### src/rtl/sgp_pkg.sv
package sgp_pkg;
  localparam int unsigned GATE_N_DEF = 24;
  localparam int unsigned CNT_W_DEF  = 13;
  localparam int unsigned PAIR_N     = 2;

  typedef enum logic {
    PAIR_A = 1'b0,
    PAIR_B = 1'b1
  } pair_e;
endpackage

### src/rtl/sgp_rst_sync.sv
module sgp_rst_sync #(
  parameter int unsigned STAGES = 2
) (
  input  logic clk,
  input  logic rst_n,
  output logic rst_sync_n
);
  logic [STAGES-1:0] sh_q;
  logic [STAGES-1:0] sh_d;

  always_comb begin
    sh_d = {sh_q[STAGES-2:0], 1'b1};
  end

  always_ff @(posedge clk or negedge rst_n) begin
    if (!rst_n) sh_q <= '0;
    else        sh_q <= sh_d;
  end

  assign rst_sync_n = sh_q[STAGES-1];
endmodule

### src/rtl/sgp_line_gate.sv
module sgp_line_gate #(
  parameter int unsigned CNT_W = 13
) (
  input  logic [CNT_W-1:0] line_cnt,
  input  logic [CNT_W-1:0] act_line_pri,
  input  logic [CNT_W-1:0] act_line_rpt,
  output logic             line_on
);
  localparam logic [CNT_W-1:0] RPT_OFF = {CNT_W{1'b1}};

  logic hit_pri;
  logic hit_rpt;

  always_comb begin
    hit_pri = (line_cnt == act_line_pri);
    hit_rpt = (act_line_rpt != RPT_OFF) && (line_cnt == act_line_rpt);
    line_on = hit_pri | hit_rpt;
  end
endmodule

### src/rtl/sgp_pix_window.sv
module sgp_pix_window #(
  parameter int unsigned CNT_W = 13
) (
  input  logic [CNT_W-1:0] pix_cnt,
  input  logic [CNT_W-1:0] rise_pos,
  input  logic [CNT_W-1:0] fall_pos,
  output logic             in_win
);
  logic past_rise;
  logic before_fall;

  always_comb begin
    past_rise   = (pix_cnt >= rise_pos);
    before_fall = (pix_cnt < fall_pos);
    in_win      = past_rise & before_fall;
  end
endmodule

### src/rtl/sgp_gate_lane.sv
module sgp_gate_lane
  import sgp_pkg::*;
#(
  parameter int unsigned PAIRS = PAIR_N
) (
  input  logic [PAIRS-1:0] win_vec,
  input  logic             sel,
  input  logic             mask,
  input  logic             line_on,
  output logic             gate_d
);
  pair_e pick;
  logic  win_sel;

  always_comb begin
    pick    = pair_e'(sel);
    win_sel = (pick == PAIR_B) ? win_vec[1] : win_vec[0];
    gate_d  = line_on & ~mask & win_sel;
  end
endmodule

### src/rtl/sgp_gate_gen.sv
module sgp_gate_gen
  import sgp_pkg::*;
#(
  parameter int unsigned GATE_N = GATE_N_DEF,
  parameter int unsigned CNT_W  = CNT_W_DEF,
  parameter int unsigned SYNC_STAGES = 2
) (
  input  logic              clk,
  input  logic              rst_n,
  input  logic [CNT_W-1:0]  line_cnt,
  input  logic [CNT_W-1:0]  pix_cnt,
  input  logic [CNT_W-1:0]  tog_a_rise,
  input  logic [CNT_W-1:0]  tog_a_fall,
  input  logic [CNT_W-1:0]  tog_b_rise,
  input  logic [CNT_W-1:0]  tog_b_fall,
  input  logic [GATE_N-1:0] pair_sel,
  input  logic [GATE_N-1:0] gate_mask,
  input  logic [CNT_W-1:0]  act_line_pri,
  input  logic [CNT_W-1:0]  act_line_rpt,
  output logic [GATE_N-1:0] gate_o
);
  localparam int unsigned PAIRS = PAIR_N;

  logic                  rst_sync_n;
  logic                  line_on;
  logic [CNT_W-1:0]      rise_arr [PAIRS];
  logic [CNT_W-1:0]      fall_arr [PAIRS];
  logic [PAIRS-1:0]      win_vec;
  logic [GATE_N-1:0]     gate_d;
  logic [GATE_N-1:0]     gate_q;
  logic                  gate_en;

  sgp_rst_sync #(.STAGES(SYNC_STAGES)) u_rst_sync (
    .clk        (clk),
    .rst_n      (rst_n),
    .rst_sync_n (rst_sync_n)
  );

  sgp_line_gate #(.CNT_W(CNT_W)) u_line_gate (
    .line_cnt     (line_cnt),
    .act_line_pri (act_line_pri),
    .act_line_rpt (act_line_rpt),
    .line_on      (line_on)
  );

  always_comb begin
    rise_arr[0] = tog_a_rise;
    fall_arr[0] = tog_a_fall;
    rise_arr[1] = tog_b_rise;
    fall_arr[1] = tog_b_fall;
  end

  for (genvar p = 0; p < PAIRS; p++) begin : g_win
    sgp_pix_window #(.CNT_W(CNT_W)) u_win (
      .pix_cnt  (pix_cnt),
      .rise_pos (rise_arr[p]),
      .fall_pos (fall_arr[p]),
      .in_win   (win_vec[p])
    );
  end

  for (genvar g = 0; g < GATE_N; g++) begin : g_lane
    sgp_gate_lane #(.PAIRS(PAIRS)) u_lane (
      .win_vec (win_vec),
      .sel     (pair_sel[g]),
      .mask    (gate_mask[g]),
      .line_on (line_on),
      .gate_d  (gate_d[g])
    );
  end

  // The register only needs to load while on an active line or while
  // still holding a pulse to clear; elsewhere the next value is zero anyway.
  always_comb begin
    gate_en = line_on | (|gate_q);
  end

  always_ff @(posedge clk or negedge rst_sync_n) begin
    if (!rst_sync_n)  gate_q <= '0;
    else if (gate_en) gate_q <= gate_d;
  end

  assign gate_o = gate_q;
endmodule

### config.mk
export PLATFORM = sky130hd
export DESIGN_NAME = sgp_gate_gen
export DESIGN_NICKNAME = d
export VERILOG_FILES = /design/src/rtl/sgp_pkg.sv /design/src/rtl/sgp_rst_sync.sv /design/src/rtl/sgp_line_gate.sv /design/src/rtl/sgp_pix_window.sv /design/src/rtl/sgp_gate_lane.sv /design/src/rtl/sgp_gate_gen.sv
export SDC_FILE = /design/constraint.sdc
export NUM_CORES = 1
export LEC_CHECK = 0
export ABC_AREA = 1
export BUFFER_PORTS_ARGS = -buffer_cell sky130_fd_sc_hd__clkbuf_2
export CAP_MARGIN = 20
export CORE_ASPECT_RATIO = 0.75
export CORE_MARGIN = 5
export CORE_UTILIZATION = 46
export CTS_CLUSTER_DIAMETER = 100
export CTS_CLUSTER_SIZE = 8
export DETAILED_ROUTE_END_ITERATION = 8
export GPL_TIMING_DRIVEN = 0
export PLACE_DENSITY = 0.91
export SYNTH_ARGS = -nofsm -noshare
export SYNTH_HDL_FRONTEND = slang
export SYNTH_SLANG_ARGS = --single-unit
### constraint.sdc
create_clock -name clk -period 1.01 [get_ports clk]
set_input_delay 0.202 -clock clk [delete_from_list [all_inputs] [get_ports clk]]
set_output_delay 0.202 -clock clk [all_outputs]
set_load 0.005 [all_outputs]
==> key figures, run 1 <==
Placement
  • Placed insts: ~760
  • DP Wirelength: 8.88 mm
  • DP Worst Slack: -0.835 ns
  • Global placement routability congestion: 0.857
  • PortBufs: 177

Global route
  • Largest net degree at the start of global routing: 25
  • Combined global-route utilization of all metal layers: 0.268
  • Global route overflow: 0
  • Vias in the first global route: 4296
  • Antenna violations before repair: 0
  • Global-route wire length before repair: 18.6 mm

Finish
  • Layout overhead on the synthesized area: 72.3%
  • Number of cells in the finished layout apart from fillers: between 700 and 800
  • Net count of the finished layout: a little under 900
  • Share of layout cells above drive strength 1: 0.515
  • Number of filler cells placed in the layout: 396
  • Register area: 651 um^2
  • Diodes inserted: 0
  • Multi-input logic area: 2760 um^2

Routing
  • Via count: 4024
  • Per-cell via count in the routed design: 5.21
  • Total wire length after detailed routing: between 10 and 15 mm
  • DRT Pass-1 Iters: 7
  • Number of violations reported at the end of detailed-routing iteration 0: 179
  • Wire length per cell: 17.2 um
  • DRC viols: 0
  • Final antenna-violating net count: 0

CTS
  • Maximum buffer depth of the clock tree: 2
  • Clock transition at path regs: approximately 0.09 ns
  • Source-to-sink clock delay at the later pin of the worst-skew pair: 0.28 ns
  • Clock root cell: clkbuf_8
  • CTS H-tree lvls: 1
  • Number of sinks handled by clock tree synthesis: 26
  • Number of buffers inserted during clock tree synthesis: 3
  • Clock tree from TritonCTS: yes

Synthesis
  • Most repeated cell in the gate-level netlist after synthesis: inv_1
  • Count of flip-flops with a built-in enable after synthesis: 0
  • Sequential-to-total area share from yosys stat: 0.205
  • Unique masters post-synth: 26
  • Fraction of synthesized cell area taken by the top area cell type: 0.205
  • Syn Inst Count: slightly below 500
  • Post-synth top flop: dfrtp_1
  • Total nets after synthesis: 701
  • Async SR Flop Fraction: 1.00
  • Mean Syn Cell Area: 6.40 um^2
  • Commonest cells post-synth: inv_1, nand2_1, nor2_1
  • Synth Register Bits: 26
  • Cell type with the highest aggregate area in the netlist: dfrtp_1
  • Count of warnings emitted by yosys: 0
  • Biggest area contributors in the synthesized netlist: dfrtp_1, ha_1, inv_1, nand2_1, nor2_1
  • Cell area after synthesis: ~3200 um^2

Worst setup path
  • Cell depth of the worst flop-to-flop path: 0
  • Category of the worst setup path capture point: register
  • Worst endpoint data arrival time: 1.75 ns
  • Critical Path Start Type: input port
  • Launching point of the worst reg2reg path: u_rst_sync.sh_q[0]$_DFF_PN0_
  • Reg-to-reg endpoint: u_rst_sync.sh_q[1]$_DFF_PN0_
  • Largest driver fanout on the critical path: 5
  • FF-to-FF setup slack: between 0.5 and 0.6 ns
  • CP Data Required Time: between 1 and 1.5 ns
  • Critical setup path kind: in2reg

Die
  • Die W: 106 um
  • Count of pins on the block boundary: 178
  • Die area: approximately 8700 um^2
  • Standard cell core area: 6770 um^2
  • Die Span Y: 82.0 um
  • Row Count: 26
  • Starting utilization of the core area: 0.470

Flow run
  • Max-capacitance violation count: 0

Power
  • Pwr/cell area: 759 nW/um^2
  • VDD IR max: 0.617 mV
  • Leak pwr: 3.03 nW
  • Power, Total: about 0.0042 W

Timing
  • Final critical-path required period: between 1.5 and 2 ns
  • Fin. Hold Viols: 0
  • Fmax achieved: 648 MHz
  • Pins over their slew limit: 0
  • Period utilization: 1.53
  • RSZ-0062 raised after global routing: yes
  • Number of setup violations in the final report: 24
  • Post-route worst setup slack: -0.532 ns
  • Clock tree skew after final layout: between 0.001 and 0.0015 ns

Outcome
  • Violations in the final reports: setup timing
  • Run status: finished, violations left

Hold path
  • Class of the worst hold path: reg2async
repair_timing:
action                     CTS  global route
buffers inserted             6             1
gates resized for setup     84            60
hold buffers                 1             0
pin swaps                   33            36
setup endpoints to repair   48            28
cloned                       2             2
hold endpoints to repair     2             0
critical path, stage by stage:
cell and delay [ns]:
clkbuf_16 0.14, ha_4 0.26, nand4_1 0.21, nor3_2 0.26
nand2_2 0.11, nand3_4 0.12, buf_12 0.13, clkbuf_16 0.13
a21oi_1 0.07, nor2_1 0.11
layer usage:
layer | vias to the layer above | part of all wire | GRT usage
li1 | 1896 | - | -
met1 | 1861 | 0.36 | 0.278
met2 | 205 | 0.53 | 0.517
met3 | 62 | 0.057 | 0.0550
met4 | 0 | 0.050 | 0.146
met5 | - | 0 | 0
metrics by stage:
| stage | TNS, ns | instance area [um^2] | utilization | hold WS [ns] |
|---|---|---|---|---|
| 2_1_floorplan | -8.32 | 3570 | - | -0.0936 |
| 3_3_place_gp | -17.91 | 4560 | 0.674 | -0.0108 |
| 3_5_place_dp | -20.28 | 4560 | 0.674 | -0.00549 |
| 4_1_cts | -11.26 | 5230 | 0.772 | 0.146 |
| 5_1_grt | -12.74 | 5480 | 0.810 | 0.102 |
| 6_report | -10.42 | 5480 | 0.810 | 0.0881 |
cell usage in the layout (no fill, tap or decap), types with 2 or more instances in the layout:
cell and n:
clkbuf_2 159, inv_1 99, nand2_1 76, nor2_1 47, ha_4 39, dfrtp_1 26, nand2_2 24, a21oi_1 24
inv_2 22, nand3_1 18, nand3_2 18, nor2_2 15, a21oi_2 12, buf_6 10, xnor2_1 10, ha_1 10
clkbuf_8 9, clkbuf_16 7, inv_4 6, o21ai_0 6, nand2_4 6, xor2_1 6, nand4_1 4, buf_12 4
a21oi_4 4, buf_8 3, buf_4 3, a21o_1 2, nor3_2 2, o21a_1 2, nor2_4 2
registers in the layout, indices dropped and copies added, names as in the netlist:
name and cells:
gate_o 24, u_rst_sync.sh_q 2
logic make-up after synthesis:
group                    count (synthesis)  share of synthesized area
XOR/XNOR                                16                     0.0441
flip-flops                              26                      0.205
other                                    1                    0.00118
adder cells (fa/ha/maj)                 50                      0.197
AO/OA/AOI/OAI                           53                     0.0873
buffers and inverters                  138                      0.173
AND/OR/NAND/NOR                        213                      0.293
power breakdown:
group	internal, W	switching (W)
combinational	0.00108	0.00114
clock	0.000531	0.000354
sequential	0.00104	0.00000462
how the worst max path moves through the flow:
stage                    from                      to  slack [ns]  cells past startpoint
2_1_floorplan  tog_a_rise[10]  gate_o[10]$_DFFE_PN0P_       -0.38                     13
3_3_place_gp       pix_cnt[4]  gate_o[16]$_DFFE_PN0P_       -0.78                     10
3_5_place_dp       pix_cnt[4]  gate_o[16]$_DFFE_PN0P_       -0.84                     11
4_1_cts           pix_cnt[10]  gate_o[20]$_DFFE_PN0P_       -0.46                     10
5_1_grt         tog_a_rise[8]   gate_o[2]$_DFFE_PN0P_       -0.60                     14
6_report          pix_cnt[11]  gate_o[18]$_DFFE_PN0P_       -0.53                     10
final cells by class:
class,instances,area share
well taps,84,0.0192
flip-flops and latches,26,0.119
multi-input cells,333,0.504
plain buffers,7,0.0190
clock buffers,3,0.00754
inverters,130,0.0964
clock inverters,1,0.00548
repair buffers,189,0.230
Power figures use the tool's default switching activity.
==> inputs of run 2 (changes only) <==
Settings changed: CORE_MARGIN 5 to default, SLEW_MARGIN from default to 20.
==> run 2 against run 1 <==
  * The flow finishes with violations (DRC, setup timing)
  * Setup slack improved by 0.043 ns
  * Critical path depth unchanged
  * First-iteration DRC count increased by 2.2%
  * Wire length decreased by 5.5%
  * Register-to-register slack got worse by 0.17 ns
  * Die area decreased by 17%
  * Fmax increased by 2.9%
  * Sequential share of layout area decreased by 0.20 points
  * Core utilization increased by 5.3 points
  * Non-clock buffer count increased by 2
  * Cell count decreased by 0.13%
  * Clock power about the same
  * Largest cell class unchanged
  * Highest routed layer unchanged
==> key figures, run 2 (same netlist as run 1, synthesis figures left out) <==
Timing
  • Clock tree skew after final layout: 0.00752 ns
  • Post-route worst setup slack: -0.489 ns
  • Number of setup violations in the final report: 24
  • Tightest slew margin relative to the limit: 0.623
  • RSZ-0062 raised after global routing: yes
  • Fmax achieved: 667 MHz
  • Final critical-path required period: about 1.5 ns
  • Worst hold slack: roughly 0.16 ns
  • Period utilization: 1.48
  • Pins over their slew limit: 0
  • Fin. Hold Viols: 0
  • Transition time of the tightest slew-check pin: 0.566 ns

Worst setup path
  • Largest driver fanout on the critical path: 5
  • Worst-path cell with the longest stage delay: ha_4
  • Cell Chain, Critical Path: clkbuf_16 > ha_4 > a21o_1 > nor2_1 > o21ai_1 > nand2_1 > nand3_4 > buf_6 > a21oi_2 > nor2_2
  • Worst endpoint data arrival time: 1.68 ns
  • CP Data Required Time: 1.19 ns
  • Launching point of the worst reg2reg path: u_rst_sync.sh_q[1]$_DFF_PN0_
  • Stage delay of the slowest cell on the critical path: 0.25 ns
  • Category of the worst setup path capture point: register
  • Critical Path Start Type: input port
  • Critical setup path kind: in2reg
  • Crit path from: pix_cnt[8]

Global route
  • Largest net degree at the start of global routing: 25
  • Antenna violations before repair: 0
  • Global-route wire length before repair: 17.1 mm
  • Vias in the first global route: 3988
  • Global route overflow: 0
  • Combined global-route utilization of all metal layers: 0.295

CTS
  • CTS H-tree lvls: 1
  • Clock tree from TritonCTS: yes
  • Maximum buffer depth of the clock tree: 2
  • Clock root cell: clkbuf_8
  • Number of buffers inserted during clock tree synthesis: 3
  • Source-to-sink clock delay at the later pin of the worst-skew pair: 0.28 ns
  • Number of sinks handled by clock tree synthesis: 26
  • Clock transition at path regs: 0.10 ns

Outcome
  • Run status: finished, violations left
  • Violations in the final reports: DRC, setup timing

Die
  • Die Span Y: 74.0 um
  • Row Count: 25
  • Starting utilization of the core area: 0.491
  • Standard cell core area: 6470 um^2
  • Die area: around 7300 um^2
  • Die W: 98.0 um
  • Count of pins on the block boundary: 178

Routing
  • Via count: between 4000 and 5000
  • Per-cell via count in the routed design: around 5.2
  • DRT Pass-1 Iters: 6
  • Wire length per cell: 16.2 um
  • DRC viols: 12
  • Total wire length after detailed routing: 12.5 mm
  • Number of violations reported at the end of detailed-routing iteration 0: 183
  • Final antenna-violating net count: 0

Finish
  • Share of layout cells above drive strength 1: 0.560
  • Design area: 5580 um^2
  • Layout overhead on the synthesized area: 75.6%
  • Number of filler cells placed in the layout: 326
  • Final core occ: 0.862
  • Most frequent standard cell in the layout excluding fill and tap cells: clkbuf_2
  • Net count of the finished layout: around 900
  • Commonest cells after routing, fill and taps aside: clkbuf_2, inv_1, nand2_1
  • Diodes inserted: 0
  • Number of cells in the finished layout apart from fillers: 772
  • Max FFs per register: 24

Placement
  • PortBufs: 177
  • Global placement routability congestion: around 0.85
  • Total placed instance area: 4560 um^2
  • DP Wirelength: ~8.2 mm
  • Placed insts: 755

Hold path
  • Class of the worst hold path: in2reg
  • Min-Delay Startpoint: gate_mask[20]

Power
  • Power, Total: 0.00426 W
  • VDD IR max: around 0.65 mV
  • Leak pwr: 3.02 nW
  • Pwr/cell area: 762 nW/um^2

Flow run
  • Max-capacitance violation count: 0
run 2: timing repair:
action,CTS,global route
endpoints found under the hold margin,2,0
pin swaps,23,62
hold buffers,1,0
buffers inserted,6,1
gates cloned,4,2
resized for setup,68,121
endpoints found under the setup margin,48,24
run 2: cell type report:
class,instances,area (um^2),area share
well taps,81,101,0.0181
repair buffers,190,1180,0.212
plain buffers,8,106,0.0190
multi-input cells,333,2940,0.527
flip-flops and latches,26,652,0.117
clock inverters,1,30.0,0.00538
clock buffers,3,41.3,0.00739
inverters,130,531,0.0950
run 2: layer usage:
layer	vias up	global-route usage	share of wire
li1	1905	-	-
met1	1846	0.322	0.37
met4	0	0.128	0.052
met2	223	0.582	0.51
met5	-	0	0
met3	60	0.0442	0.067
run 2: critical path, delay by kind of cell:
kind	cells	cell delay (ns)
buffers and inverters	2	0.33
AO/OA/AOI/OAI	3	0.41
AND/OR/NAND/NOR	4	0.45
adder cells (fa/ha/maj)	1	0.25
run 2: stage by stage:
step           setup TNS [ns]  setup slack [ns]
2_1_floorplan           -8.32            -0.377
3_3_place_gp           -18.35            -0.763
3_5_place_dp           -20.88            -0.839
4_1_cts                -10.94            -0.378
5_1_grt                -11.40            -0.549
6_report               -10.23            -0.489
run 2: power by group:
part / internal [W] / switching, W / total, W
Combinational: 0.00110 / 0.00120 / 0.00231
Clock: 0.000531 / 0.000354 / 0.000885
Sequential: 0.00104 / 0.0000199 / 0.00106
run 2: final timing paths:
path | endpoint | slack (ns) | cells after the start
worst max-delay path | gate_o[19]$_DFFE_PN0P_ | -0.49 | 10
min in group asynchronous | gate_o[19]$_DFFE_PN0P_ | 0.27 | 0
worst min register to register | gate_o[19]$_DFFE_PN0P_ | 0.27 | 0
max in group asynchronous | gate_o[15]$_DFFE_PN0P_ | 0.36 | 0
worst max register to register | gate_o[15]$_DFFE_PN0P_ | 0.36 | 0
worst min-delay path | gate_o[20]$_DFFE_PN0P_ | 0.16 | 4
==> inputs of run 3 (changes only) <==
Settings changed: REMOVE_ABC_BUFFERS from default to 1.
==> run 3 against run 2 <==
  * The flow still finishes with violations (DRC, setup timing)
  * Global-route usage is 4.0 points higher
  * First-iteration DRC count grew to 2.9 times the previous value
  * Cell area is 0.94% higher
  * Core utilization is 0.81 points higher
  * Setup slack worse by 0.27 ns
  * Clock power is 20% lower
  * Worst hold slack hardly changed
  * Largest cell class unchanged
==> key figures, run 3 (same netlist as run 1, synthesis figures left out) <==
Finish
  • Most frequent standard cell in the layout excluding fill and tap cells: clkbuf_2
  • Design area: 5640 um^2
  • Layout overhead on the synthesized area: 77.2%
  • Final core occ: 0.871
  • Share of layout cells above drive strength 1: 0.557
  • Commonest cells after routing, fill and taps aside: clkbuf_2, inv_1, nand2_1
  • Max FFs per register: 24
  • Net count of the finished layout: 896

Die
  • Standard cell core area: 6470 um^2
  • Die area: ~7300 um^2
  • Die W: 98.0 um
  • Die Span Y: 74.0 um
  • Row Count: 25
  • Starting utilization of the core area: 0.491
  • Count of pins on the block boundary: 178

Timing
  • Post-route worst setup slack: -0.764 ns
  • Transition time of the tightest slew-check pin: 0.563 ns
  • Tightest slew margin relative to the limit: 0.625
  • Period utilization: 1.76
  • Fin. Hold Viols: 0
  • Final critical-path required period: 1.77 ns
  • Worst hold slack: 0.156 ns
  • Number of setup violations in the final report: 27
  • RSZ-0062 raised after global routing: yes
  • Pins over their slew limit: 0
  • Fmax achieved: 564 MHz
  • Clock tree skew after final layout: 0.00338 ns

Power
  • VDD IR max: 0.717 mV
  • Pwr/cell area: 782 nW/um^2
  • Power, Total: 0.00441 W
  • Leak pwr: between 3 and 4 nW

Hold path
  • Class of the worst hold path: in2reg

Worst setup path
  • Worst endpoint data arrival time: 1.97 ns
  • Critical Path Start Type: input port
  • Largest driver fanout on the critical path: 6
  • CP Data Required Time: 1.20 ns
  • Critical setup path kind: in2reg
  • Category of the worst setup path capture point: register

Routing
  • Per-cell via count in the routed design: 6.10
  • DRT Pass-1 Iters: 9
  • Number of violations reported at the end of detailed-routing iteration 0: 538
  • Via count: 4713
  • Final antenna-violating net count: 0
  • DRC viols: 14
  • Total wire length after detailed routing: 17.3 mm
  • Wire length per cell: 22.4 um

CTS
  • Clock root cell: clkbuf_8
  • Clock transition at path regs: 0.09 ns
  • Source-to-sink clock delay at the later pin of the worst-skew pair: 0.28 ns
  • Number of sinks handled by clock tree synthesis: 26
  • Maximum buffer depth of the clock tree: 2
  • Number of buffers inserted during clock tree synthesis: 3
  • CTS H-tree lvls: 1
  • Clock tree from TritonCTS: yes

Flow run
  • Max-capacitance violation count: 0

Global route
  • Largest net degree at the start of global routing: 25
  • Global-route wire length before repair: 19.1 mm
  • Vias in the first global route: 4240
  • Global route overflow: 0
  • Combined global-route utilization of all metal layers: 0.335
  • Antenna violations before repair: 1

Placement
  • Global placement routability congestion: 0.857
  • DP Wirelength: 7.56 mm
  • PortBufs: between 150 and 200
  • Total placed instance area: 4100 um^2

Outcome
  • Violations in the final reports: DRC, setup timing
  • Run status: finished, violations left
## run 3: cell types whose count changed in the layout (fill, tap and decap cells not counted), moves of 6 or more
cell	previous run	this run
nand2_1	68	59
inv_1	98	106
a21oi_2	21	28
inv_4	7	1
## run 3: through the flow
| step | worst slack (ns) | TNS [ns] | cells |
|---|---|---|---|
| floorplan | -0.641 | -14.77 | 489 |
| global placement | -1.18 | -28.92 | 747 |
| detailed placement | -1.21 | -29.95 | 747 |
| CTS | -0.403 | -9.19 | 769 |
| global route | -1.06 | -23.47 | 772 |
| finish | -0.764 | -16.53 | 773 |
## run 3: path summary, 6_finish.rpt
| kind | start | end | slack (ns) | cells after the start |
|---|---|---|---|---|
| worst max-delay path | tog_a_fall[2] | gate_o[20]$_DFFE_PN0P_ | -0.76 | 15 |
| worst min-delay path | gate_mask[9] | gate_o[9]$_DFFE_PN0P_ | 0.16 | 4 |
| worst max register to register | u_rst_sync.sh_q[1]$_DFF_PN0_ | gate_o[16]$_DFFE_PN0P_ | 0.37 | 0 |
| worst min register to register | u_rst_sync.sh_q[1]$_DFF_PN0_ | gate_o[0]$_DFFE_PN0P_ | 0.27 | 0 |
| max in group asynchronous | u_rst_sync.sh_q[1]$_DFF_PN0_ | gate_o[16]$_DFFE_PN0P_ | 0.37 | 0 |
| min in group asynchronous | u_rst_sync.sh_q[1]$_DFF_PN0_ | gate_o[0]$_DFFE_PN0P_ | 0.27 | 0 |
## run 3: timing repair
action,4_1_cts,5_1_grt
resized for setup,129,123
hold buffers,1,0
hold endpoints to repair,2,0
setup buffers,9,4
pin swaps,53,70
cloned,8,0
setup endpoints to repair,48,24
## run 3: layout make-up
cell class / instances / area (um^2)
flip-flops and latches: 26 / 652
well taps: 81 / 101
diodes: 1 / 2.50
repair buffers: 191 / 1270
inverters: 130 / 490
multi-input cells: 340 / 3070
clock buffers: 4 / 55.1
fillers: 282 / 838
## run 3: report_power, final
group          switching, W  total [W]  internal (W)
Combinational       0.00147    0.00263       0.00116
Sequential        0.0000201    0.00106       0.00104
Clock              0.000358   0.000708      0.000350
Total               0.00185    0.00441       0.00256
## run 3: layer usage
metal | vias up | GRT usage | share of wire
li1 | 1914 | - | -
met1 | 2055 | 0.351 | 0.31
met5 | - | 0 | 0
met3 | 229 | 0.0677 | 0.14
met4 | 0 | 0.227 | 0.11
met2 | 515 | 0.628 | 0.44
## run 3: critical path, stage by stage
cell,delay [ns]
buf_6,0.10
inv_2,0.08
ha_4,0.21
nand2_2,0.07
nand2_2,0.08
nand2_2,0.10
nand2_2,0.07
nor2_4,0.22
nor2_2,0.07
nor2_2,0.15
buf_6,0.17
nand2_8,0.11
nand2_2,0.09
nand3_1,0.06
nor2_1,0.18
